===== src/rtl/bitser_pkg.sv =====
package bitser_pkg;

  typedef enum logic [2:0] {
    BS_ADD  = 3'd0,
    BS_SUB  = 3'd1,
    BS_AND  = 3'd2,
    BS_OR   = 3'd3,
    BS_XOR  = 3'd4,
    BS_MOV  = 3'd5,
    BS_LOAD = 3'd6,
    BS_PASS = 3'd7
  } bs_op_e;

endpackage


===== src/rtl/bitser_regfile.sv =====
// Bit-addressable register store: two combinational bit reads, one bit write per clock.
module bitser_regfile #(
  parameter int NREG  = 16,
  parameter int WIDTH = 32,
  localparam int RW   = $clog2(NREG),
  localparam int IDXW = $clog2(WIDTH)
) (
  input  logic            clk,
  input  logic            we_i,
  input  logic [RW-1:0]   wr_reg_i,
  input  logic [RW-1:0]   rd_a_reg_i,
  input  logic [RW-1:0]   rd_b_reg_i,
  input  logic [IDXW-1:0] bit_idx_i,
  input  logic            wr_bit_i,
  output logic            a_bit_o,
  output logic            b_bit_o
);

  logic [WIDTH-1:0] row_q [NREG];

  for (genvar g = 0; g < NREG; g++) begin : g_row
    logic row_we;
    assign row_we = we_i && (wr_reg_i == RW'(g));
    always_ff @(posedge clk) begin
      if (row_we) row_q[g][bit_idx_i] <= wr_bit_i;
    end
  end

  assign a_bit_o = row_q[rd_a_reg_i][bit_idx_i];
  assign b_bit_o = row_q[rd_b_reg_i][bit_idx_i];

endmodule


===== src/rtl/bitser_alu1.sv =====
// One-bit logic slice with carry flip-flop.
module bitser_alu1
  import bitser_pkg::*;
(
  input  logic   clk,
  input  logic   rst_n,
  input  logic   init_i,
  input  logic   carry_init_i,
  input  logic   step_i,
  input  bs_op_e op_i,
  input  logic   a_bit_i,
  input  logic   b_bit_i,
  input  logic   ser_bit_i,
  output logic   res_bit_o
);

  logic carry_q, carry_d;
  logic b_eff, sum_bit, carry_out;

  assign b_eff     = (op_i == BS_SUB) ? ~b_bit_i : b_bit_i;
  assign sum_bit   = a_bit_i ^ b_eff ^ carry_q;
  assign carry_out = (a_bit_i & b_eff) | (carry_q & (a_bit_i ^ b_eff));

  always_comb begin
    unique case (op_i)
      BS_ADD, BS_SUB: res_bit_o = sum_bit;
      BS_AND:         res_bit_o = a_bit_i & b_bit_i;
      BS_OR:          res_bit_o = a_bit_i | b_bit_i;
      BS_XOR:         res_bit_o = a_bit_i ^ b_bit_i;
      BS_LOAD:        res_bit_o = ser_bit_i;
      default:        res_bit_o = a_bit_i;
    endcase
  end

  always_comb begin
    carry_d = carry_q;
    if (init_i)      carry_d = carry_init_i;
    else if (step_i) carry_d = carry_out;
  end

  always_ff @(posedge clk or negedge rst_n) begin
    if (!rst_n) carry_q <= 1'b0;
    else        carry_q <= carry_d;
  end

endmodule


===== src/rtl/bitser_seq.sv =====
// Operation sequencer: accepts start when idle, counts bit cycles, pulses done.
module bitser_seq
  import bitser_pkg::*;
#(
  parameter int NREG  = 16,
  parameter int WIDTH = 32,
  localparam int RW   = $clog2(NREG),
  localparam int IDXW = $clog2(WIDTH)
) (
  input  logic            clk,
  input  logic            rst_n,
  input  logic            start_i,
  input  bs_op_e          op_i,
  input  logic [RW-1:0]   rd_i,
  input  logic [RW-1:0]   ra_i,
  input  logic [RW-1:0]   rb_i,
  output logic            accept_o,
  output bs_op_e          op_o,
  output logic [RW-1:0]   rd_o,
  output logic [RW-1:0]   ra_o,
  output logic [RW-1:0]   rb_o,
  output logic [IDXW-1:0] idx_o,
  output logic            busy_o,
  output logic            last_o,
  output logic            done_o
);

  logic            busy_q, busy_d;
  logic            done_q, done_d;
  logic [IDXW-1:0] idx_q, idx_d;
  bs_op_e          op_q, op_d;
  logic [RW-1:0]   rd_q, rd_d, ra_q, ra_d, rb_q, rb_d;
  logic            accept, last;

  assign accept = start_i && !busy_q;
  assign last   = busy_q && (idx_q == IDXW'(WIDTH - 1));

  always_comb begin
    busy_d = busy_q;
    idx_d  = idx_q;
    op_d   = op_q;
    rd_d   = rd_q;
    ra_d   = ra_q;
    rb_d   = rb_q;
    done_d = last;
    if (accept) begin
      busy_d = 1'b1;
      idx_d  = '0;
      op_d   = op_i;
      rd_d   = rd_i;
      ra_d   = ra_i;
      rb_d   = rb_i;
    end else if (busy_q) begin
      idx_d = idx_q + 1'b1;
      if (last) busy_d = 1'b0;
    end
  end

  always_ff @(posedge clk or negedge rst_n) begin
    if (!rst_n) begin
      busy_q <= 1'b0;
      done_q <= 1'b0;
      idx_q  <= '0;
      op_q   <= BS_ADD;
      rd_q   <= '0;
      ra_q   <= '0;
      rb_q   <= '0;
    end else begin
      busy_q <= busy_d;
      done_q <= done_d;
      idx_q  <= idx_d;
      op_q   <= op_d;
      rd_q   <= rd_d;
      ra_q   <= ra_d;
      rb_q   <= rb_d;
    end
  end

  assign accept_o = accept;
  assign op_o     = op_q;
  assign rd_o     = rd_q;
  assign ra_o     = ra_q;
  assign rb_o     = rb_q;
  assign idx_o    = idx_q;
  assign busy_o   = busy_q;
  assign last_o   = last;
  assign done_o   = done_q;

endmodule


===== src/rtl/bitser_datapath.sv =====
module bitser_datapath
  import bitser_pkg::*;
#(
  parameter int NREG  = 16,
  parameter int WIDTH = 32,
  localparam int RW   = $clog2(NREG),
  localparam int IDXW = $clog2(WIDTH)
) (
  input  logic          clk,
  input  logic          rst_n,
  input  logic          start_i,
  input  logic [2:0]    op_i,
  input  logic [RW-1:0] rd_i,
  input  logic [RW-1:0] ra_i,
  input  logic [RW-1:0] rb_i,
  input  logic          ser_in_i,
  output logic          busy_o,
  output logic          res_bit_o,
  output logic          done_o,
  output logic          zero_o
);

  // reset: asserted asynchronously, released on the clock
  logic [1:0] rst_sync_q;
  logic       rst_int_n;

  always_ff @(posedge clk or negedge rst_n) begin
    if (!rst_n) rst_sync_q <= 2'b00;
    else        rst_sync_q <= {rst_sync_q[0], 1'b1};
  end
  assign rst_int_n = rst_sync_q[1];

  bs_op_e          op_in, op_cur;
  logic            accept, busy, last, done;
  logic [RW-1:0]   rd_cur, ra_cur, rb_cur;
  logic [IDXW-1:0] idx;
  logic            a_bit, b_bit, res_bit;

  assign op_in = bs_op_e'(op_i);

  bitser_seq #(.NREG(NREG), .WIDTH(WIDTH)) u_seq (
    .clk      (clk),
    .rst_n    (rst_int_n),
    .start_i  (start_i),
    .op_i     (op_in),
    .rd_i     (rd_i),
    .ra_i     (ra_i),
    .rb_i     (rb_i),
    .accept_o (accept),
    .op_o     (op_cur),
    .rd_o     (rd_cur),
    .ra_o     (ra_cur),
    .rb_o     (rb_cur),
    .idx_o    (idx),
    .busy_o   (busy),
    .last_o   (last),
    .done_o   (done)
  );

  bitser_regfile #(.NREG(NREG), .WIDTH(WIDTH)) u_rf (
    .clk        (clk),
    .we_i       (busy),
    .wr_reg_i   (rd_cur),
    .rd_a_reg_i (ra_cur),
    .rd_b_reg_i (rb_cur),
    .bit_idx_i  (idx),
    .wr_bit_i   (res_bit),
    .a_bit_o    (a_bit),
    .b_bit_o    (b_bit)
  );

  bitser_alu1 u_alu (
    .clk          (clk),
    .rst_n        (rst_int_n),
    .init_i       (accept),
    .carry_init_i (op_in == BS_SUB),
    .step_i       (busy),
    .op_i         (op_cur),
    .a_bit_i      (a_bit),
    .b_bit_i      (b_bit),
    .ser_bit_i    (ser_in_i),
    .res_bit_o    (res_bit)
  );

  // sticky OR of result bits, resolved into the zero flag on the last bit
  logic any_q, any_d, zero_q, zero_d;

  always_comb begin
    any_d  = any_q;
    zero_d = zero_q;
    if (accept)    any_d = 1'b0;
    else if (busy) any_d = any_q | res_bit;
    if (last)      zero_d = ~(any_q | res_bit);
  end

  always_ff @(posedge clk or negedge rst_int_n) begin
    if (!rst_int_n) begin
      any_q  <= 1'b0;
      zero_q <= 1'b0;
    end else begin
      any_q  <= any_d;
      zero_q <= zero_d;
    end
  end

  assign busy_o    = busy;
  assign res_bit_o = res_bit;
  assign done_o    = done;
  assign zero_o    = zero_q;

endmodule


===== config.mk =====
export PLATFORM = sky130hd
export DESIGN_NAME = bitser_datapath
export DESIGN_NICKNAME = d
export VERILOG_FILES = /design/src/rtl/bitser_pkg.sv /design/src/rtl/bitser_regfile.sv /design/src/rtl/bitser_alu1.sv /design/src/rtl/bitser_seq.sv /design/src/rtl/bitser_datapath.sv
export SDC_FILE = /design/constraint.sdc
export NUM_CORES = 1
export LEC_CHECK = 0
export ABC_CLOCK_PERIOD_IN_PS = 28500
export BUFFER_PORTS_ARGS = -buffer_cell sky130_fd_sc_hd__buf_4
export CORE_MARGIN = 2
export CORE_UTILIZATION = 58
export DETAILED_ROUTE_END_ITERATION = 12
export GPL_TIMING_DRIVEN = 0
export HOLD_SLACK_MARGIN = 0.08
export PLACE_DENSITY = 0.85
export SETUP_SLACK_MARGIN = 0.4
export SYNTH_ARGS = -nofsm -noshare
export SYNTH_HDL_FRONTEND = slang
export SYNTH_SLANG_ARGS = --single-unit

===== constraint.sdc =====
create_clock -name clk -period 28.5 [get_ports clk]
set_input_delay 4.275 -clock clk [delete_from_list [all_inputs] [get_ports clk]]
set_output_delay 4.275 -clock clk [all_outputs]
set_load 0.02 [all_outputs]

==> flow_metrics.env <==
export IMPL_ys_warn_count=0
export IMPL_grt_setup_unrepaired="no"
export IMPL_ant_nets=0
export IMPL_dieArea_um2=49500
export IMPL_io_buffer_count=22
export IMPL_met2_usage_pct=56.9
export IMPL_dp_hpwl_um=64300
export IMPL_synth_largest_area_cell="edfxtp_1"
export IMPL_violations="max-capacitance violations, max-slew violations"
export IMPL_die_y_um=222
export IMPL_cp_required_ns=24.23
export IMPL_finalWirelength_um=96700
export IMPL_cts_max_level=2
export IMPL_grt_overflow_total=0
export IMPL_start_util_pct=58.3
export IMPL_clockBufferDepth=3
export IMPL_start_kind="register"
export IMPL_pre_cts_slack_ns=17.51
export IMPL_outcome="finished with violations"
export IMPL_drt_pass1_iterations=7
export IMPL_dpl_cell_area_um2=28900
export IMPL_synth_cells=1932
export IMPL_tritoncts="built"
export IMPL_slowest_delay_ns=1.00
export IMPL_leakagePower_nw=9.43
export IMPL_final_nets=2050
export IMPL_final_util_pct=64.5
export IMPL_worst_slew_pin_slew_ns=1.54
export IMPL_ys_seq_elements=539
export IMPL_grt_use_met3_pct=15.8
export IMPL_cpMaxStageDelayCell="clkbuf_1"
export IMPL_drive_gt1_share_pct=22.4
export IMPL_hold_buffers=0
export IMPL_finalWorstSetupSlack_ns=16.41
export IMPL_netlist_area_um2=27700
export IMPL_drc=0
export IMPL_gp_congestion=1.02
export IMPL_finalMaxSlewViolations=33
export IMPL_skew_ns=0.0257
export IMPL_ys_async_sr_fraction_pct=5.01
export IMPL_grt_first_pass_wirelength_um=136000
export IMPL_post_cts_buffers=0
export IMPL_drtIter0Drc=4216
export IMPL_fmaxAchievable_mhz=82.7
export IMPL_chipWidth_um=222
export IMPL_cts_buffers=55
export IMPL_synth_edff_count=512
export IMPL_syn_avg_cell_area_um2=14.3
export IMPL_synth_area_top_cells="edfxtp_1, mux4_2, nor2_1"
export IMPL_final_setup_viol_count=0
export IMPL_yosysTopAreaCellShare_pct=55.6
export IMPL_synth_ff_type="edfxtp_1"
export IMPL_clk_pin_slew_ns=0.06
export IMPL_core_area_um2=47400
export IMPL_io_pins=23
export IMPL_power_density_nw_per_um2=149
export IMPL_numClockSinks=539
export IMPL_crit_chain="buf_2 -> buf_2 -> clkbuf_1 -> clkbuf_1 -> mux4_2 -> mux2i_1 -> a21oi_1 -> a31oi_1 -> o22ai_1 -> a211oi_1 -> nand4_1 -> xnor2_1 -> fa_1 -> nor2_1 -> a21oi_1 -> o21ai_4 -> buf_12 -> buf_12 -> buf_4"
export IMPL_fillerInstances=3320
export IMPL_synth_nets=1959
export IMPL_drt_wirelength_per_cell_um=36.0
export IMPL_arrival_ns=7.81
export IMPL_crit_type="reg -> out"
export IMPL_busiest_layer="met2"
export IMPL_worstSkewPairLatency_ns=0.64
export IMPL_hold_slack_ns=0.357
export IMPL_grt_total_usage_pct=39.5
export IMPL_crit_fanout=45
export IMPL_irDropWorstVdd_mv=0.115
export IMPL_crit_buf_inv=7
export IMPL_cp_end_kind="output pin"
export IMPL_vias=20344
export IMPL_hp_class="reg -> reg"
export IMPL_antenna_found_initial=1
export IMPL_gr_usage_met1_pct=49.2
export IMPL_finalHoldViolCount=0
export IMPL_drv_cap=3
export IMPL_period_minus_slack_ns=12.09
export IMPL_min_period_over_period_pct=42.4
export IMPL_via_per_inst=7.57
export IMPL_stdcell_area_um2=30600
export IMPL_root_buffer="clkbuf_16"
export IMPL_grt_max_degree=53
export IMPL_cpLargestDelayFamily="buffers and inverters"
export IMPL_cts_resized_gates=0
export IMPL_seq_area_frac_synth_pct=58.0
export IMPL_grt_pass1_vias=19785
export IMPL_area_delta_synth_final_pct=10.6
export IMPL_relSlewSlack_pct=-2.37
export IMPL_netlist_cell_type_count=55
export IMPL_rows=80
-- path summary, 6_finish.rpt --
check | to | slack, ns | start | cells past startpoint
hold / removal | rst_sync_q[1]$_DFF_PN0_ | 0.36 | rst_sync_q[0]$_DFF_PN0_ | 0
setup / recovery | res_bit_o | 16.41 | u_seq.rb_o[1]$_DFFE_PN0P_ | 19
setup reg to reg | u_rf.row_q[10][17]$_DFFE_PP_ | 20.81 | u_seq.rb_o[1]$_DFFE_PN0P_ | 20
min in group asynchronous | u_seq.ra_o[1]$_DFFE_PN0P_ | 0.50 | rst_sync_q[1]$_DFF_PN0_ | 0
hold reg to reg | rst_sync_q[1]$_DFF_PN0_ | 0.36 | rst_sync_q[0]$_DFF_PN0_ | 0
max in group asynchronous | rst_sync_q[0]$_DFF_PN0_ | 25.00 | rst_n | 1
-- through the flow --
step	instances	setup TNS (ns)	total power, W
after floorplan	1932	0	0.00269
after global placement	2569	-7073.76	0.00314
after detailed placement	2581	0	0.00372
after CTS	2685	0	0.00442
after global routing	2685	0	0.00461
final	2686	0	0.00455
-- area by class of cell --
class                           count  area (µm²)  share of cell area [%]
Timing Repair Buffer               34         420                    1.37
Clock inverter                     38         303                   0.989
Clock buffer                       66        1440                    4.70
Tap cell                          615         769                    2.51
Multi-Input combinational cell   1202       10800                    35.2
Antenna cell                        1        2.50                 0.00818
Inverter                            8        30.0                  0.0981
Buffer                            183         820                    2.68
Sequential cell                   539       16100                    52.4
-- sequential cells by signal (all words and copies together), names as in the netlist --
| signal | cells |
|---|---|
| u_rf.row_q | 512 |
| u_seq.idx_o | 5 |
| u_seq.ra_o | 4 |
| u_seq.rb_o | 4 |
| u_seq.rd_o | 4 |
| u_seq.op_o | 3 |
| rst_sync_q | 2 |
| any_q | 1 |
| u_alu.carry_q | 1 |
| u_seq.busy_o | 1 |
| u_seq.done_o | 1 |
| zero_o | 1 |
-- report_power, final --
| group | switching (W) | internal, W | total [W] | leakage (nW) |
|---|---|---|---|---|
| combinational | 0.00158 | 0.000711 | 0.00229 | 3.63 |
| sequential | 0.0000245 | 0.00152 | 0.00154 | 4.95 |
| clock | 0.000324 | 0.000396 | 0.000720 | 0.849 |
| total | 0.00192 | 0.00263 | 0.00455 | 9.43 |
-- cell usage in the layout (no fill, tap or decap), types with 12 or more instances in the layout --
| master | synthesis | final |
|---|---|---|
| mux2_2 | 31 | 31 |
| clkinv_2 | 0 | 12 |
| a21oi_1 | 12 | 12 |
| edfxtp_1 | 512 | 512 |
| buf_1 | 26 | 26 |
| a22oi_1 | 17 | 17 |
| nand3_1 | 29 | 29 |
| buf_2 | 34 | 34 |
| clkinv_1 | 0 | 13 |
| dfrtp_1 | 27 | 27 |
| mux2i_1 | 82 | 82 |
| buf_4 | 14 | 36 |
| mux4_2 | 257 | 257 |
| nor2b_1 | 19 | 19 |
| nor2_1 | 546 | 546 |
| nand2_1 | 75 | 75 |
| clkbuf_16 | 0 | 55 |
| clkbuf_1 | 104 | 113 |
-- cell usage after synthesis, drive strengths merged (2+ instances only) --
cell type / instances
or2: 2
nand3b: 2
nand3: 29
buf: 79
nand2b: 7
o2111ai: 4
a211oi: 11
nor2: 546
clkbuf: 104
nor2b: 19
dfrtp: 27
mux4: 257
inv: 8
nand2: 75
or4: 3
and3b: 2
nor3: 6
nor4: 2
a32oi: 2
a22oi: 17
and3: 4
o211ai: 7
a22o: 5
a21oi: 12
edfxtp: 512
a2111oi: 7
mux2i: 82
and2: 4
a31oi: 5
o22ai: 11
o21ai: 6
nor3b: 4
nand4b: 2
nand4: 11
o31ai: 3
mux2: 31
a221oi: 4
ha: 7
-- metal layers --
layer | vias to the layer above | share of wire [%]
met5 | - | 0.19
met4 | 4 | 8.5
met3 | 514 | 18
met2 | 2182 | 43
met1 | 10053 | 31
li1 | 7591 | -
-- kinds of logic (layout without fill, tap and decap cells) --
| group | after synthesis | in the layout | synth area share (%) |
|---|---|---|---|
| AND/OR/NAND/NOR | 720 | 720 | 10.6 |
| other | 1 | 2 | 0.0136 |
| adder cells (fa/ha/maj) | 8 | 8 | 0.389 |
| flip-flops | 539 | 539 | 58.0 |
| AO/OA/AOI/OAI | 102 | 102 | 2.68 |
| multiplexers | 370 | 370 | 25.2 |
| XOR/XNOR | 1 | 1 | 0.0317 |
| buffers and inverters | 191 | 329 | 3.07 |
(Power assumes the default switching activity.)
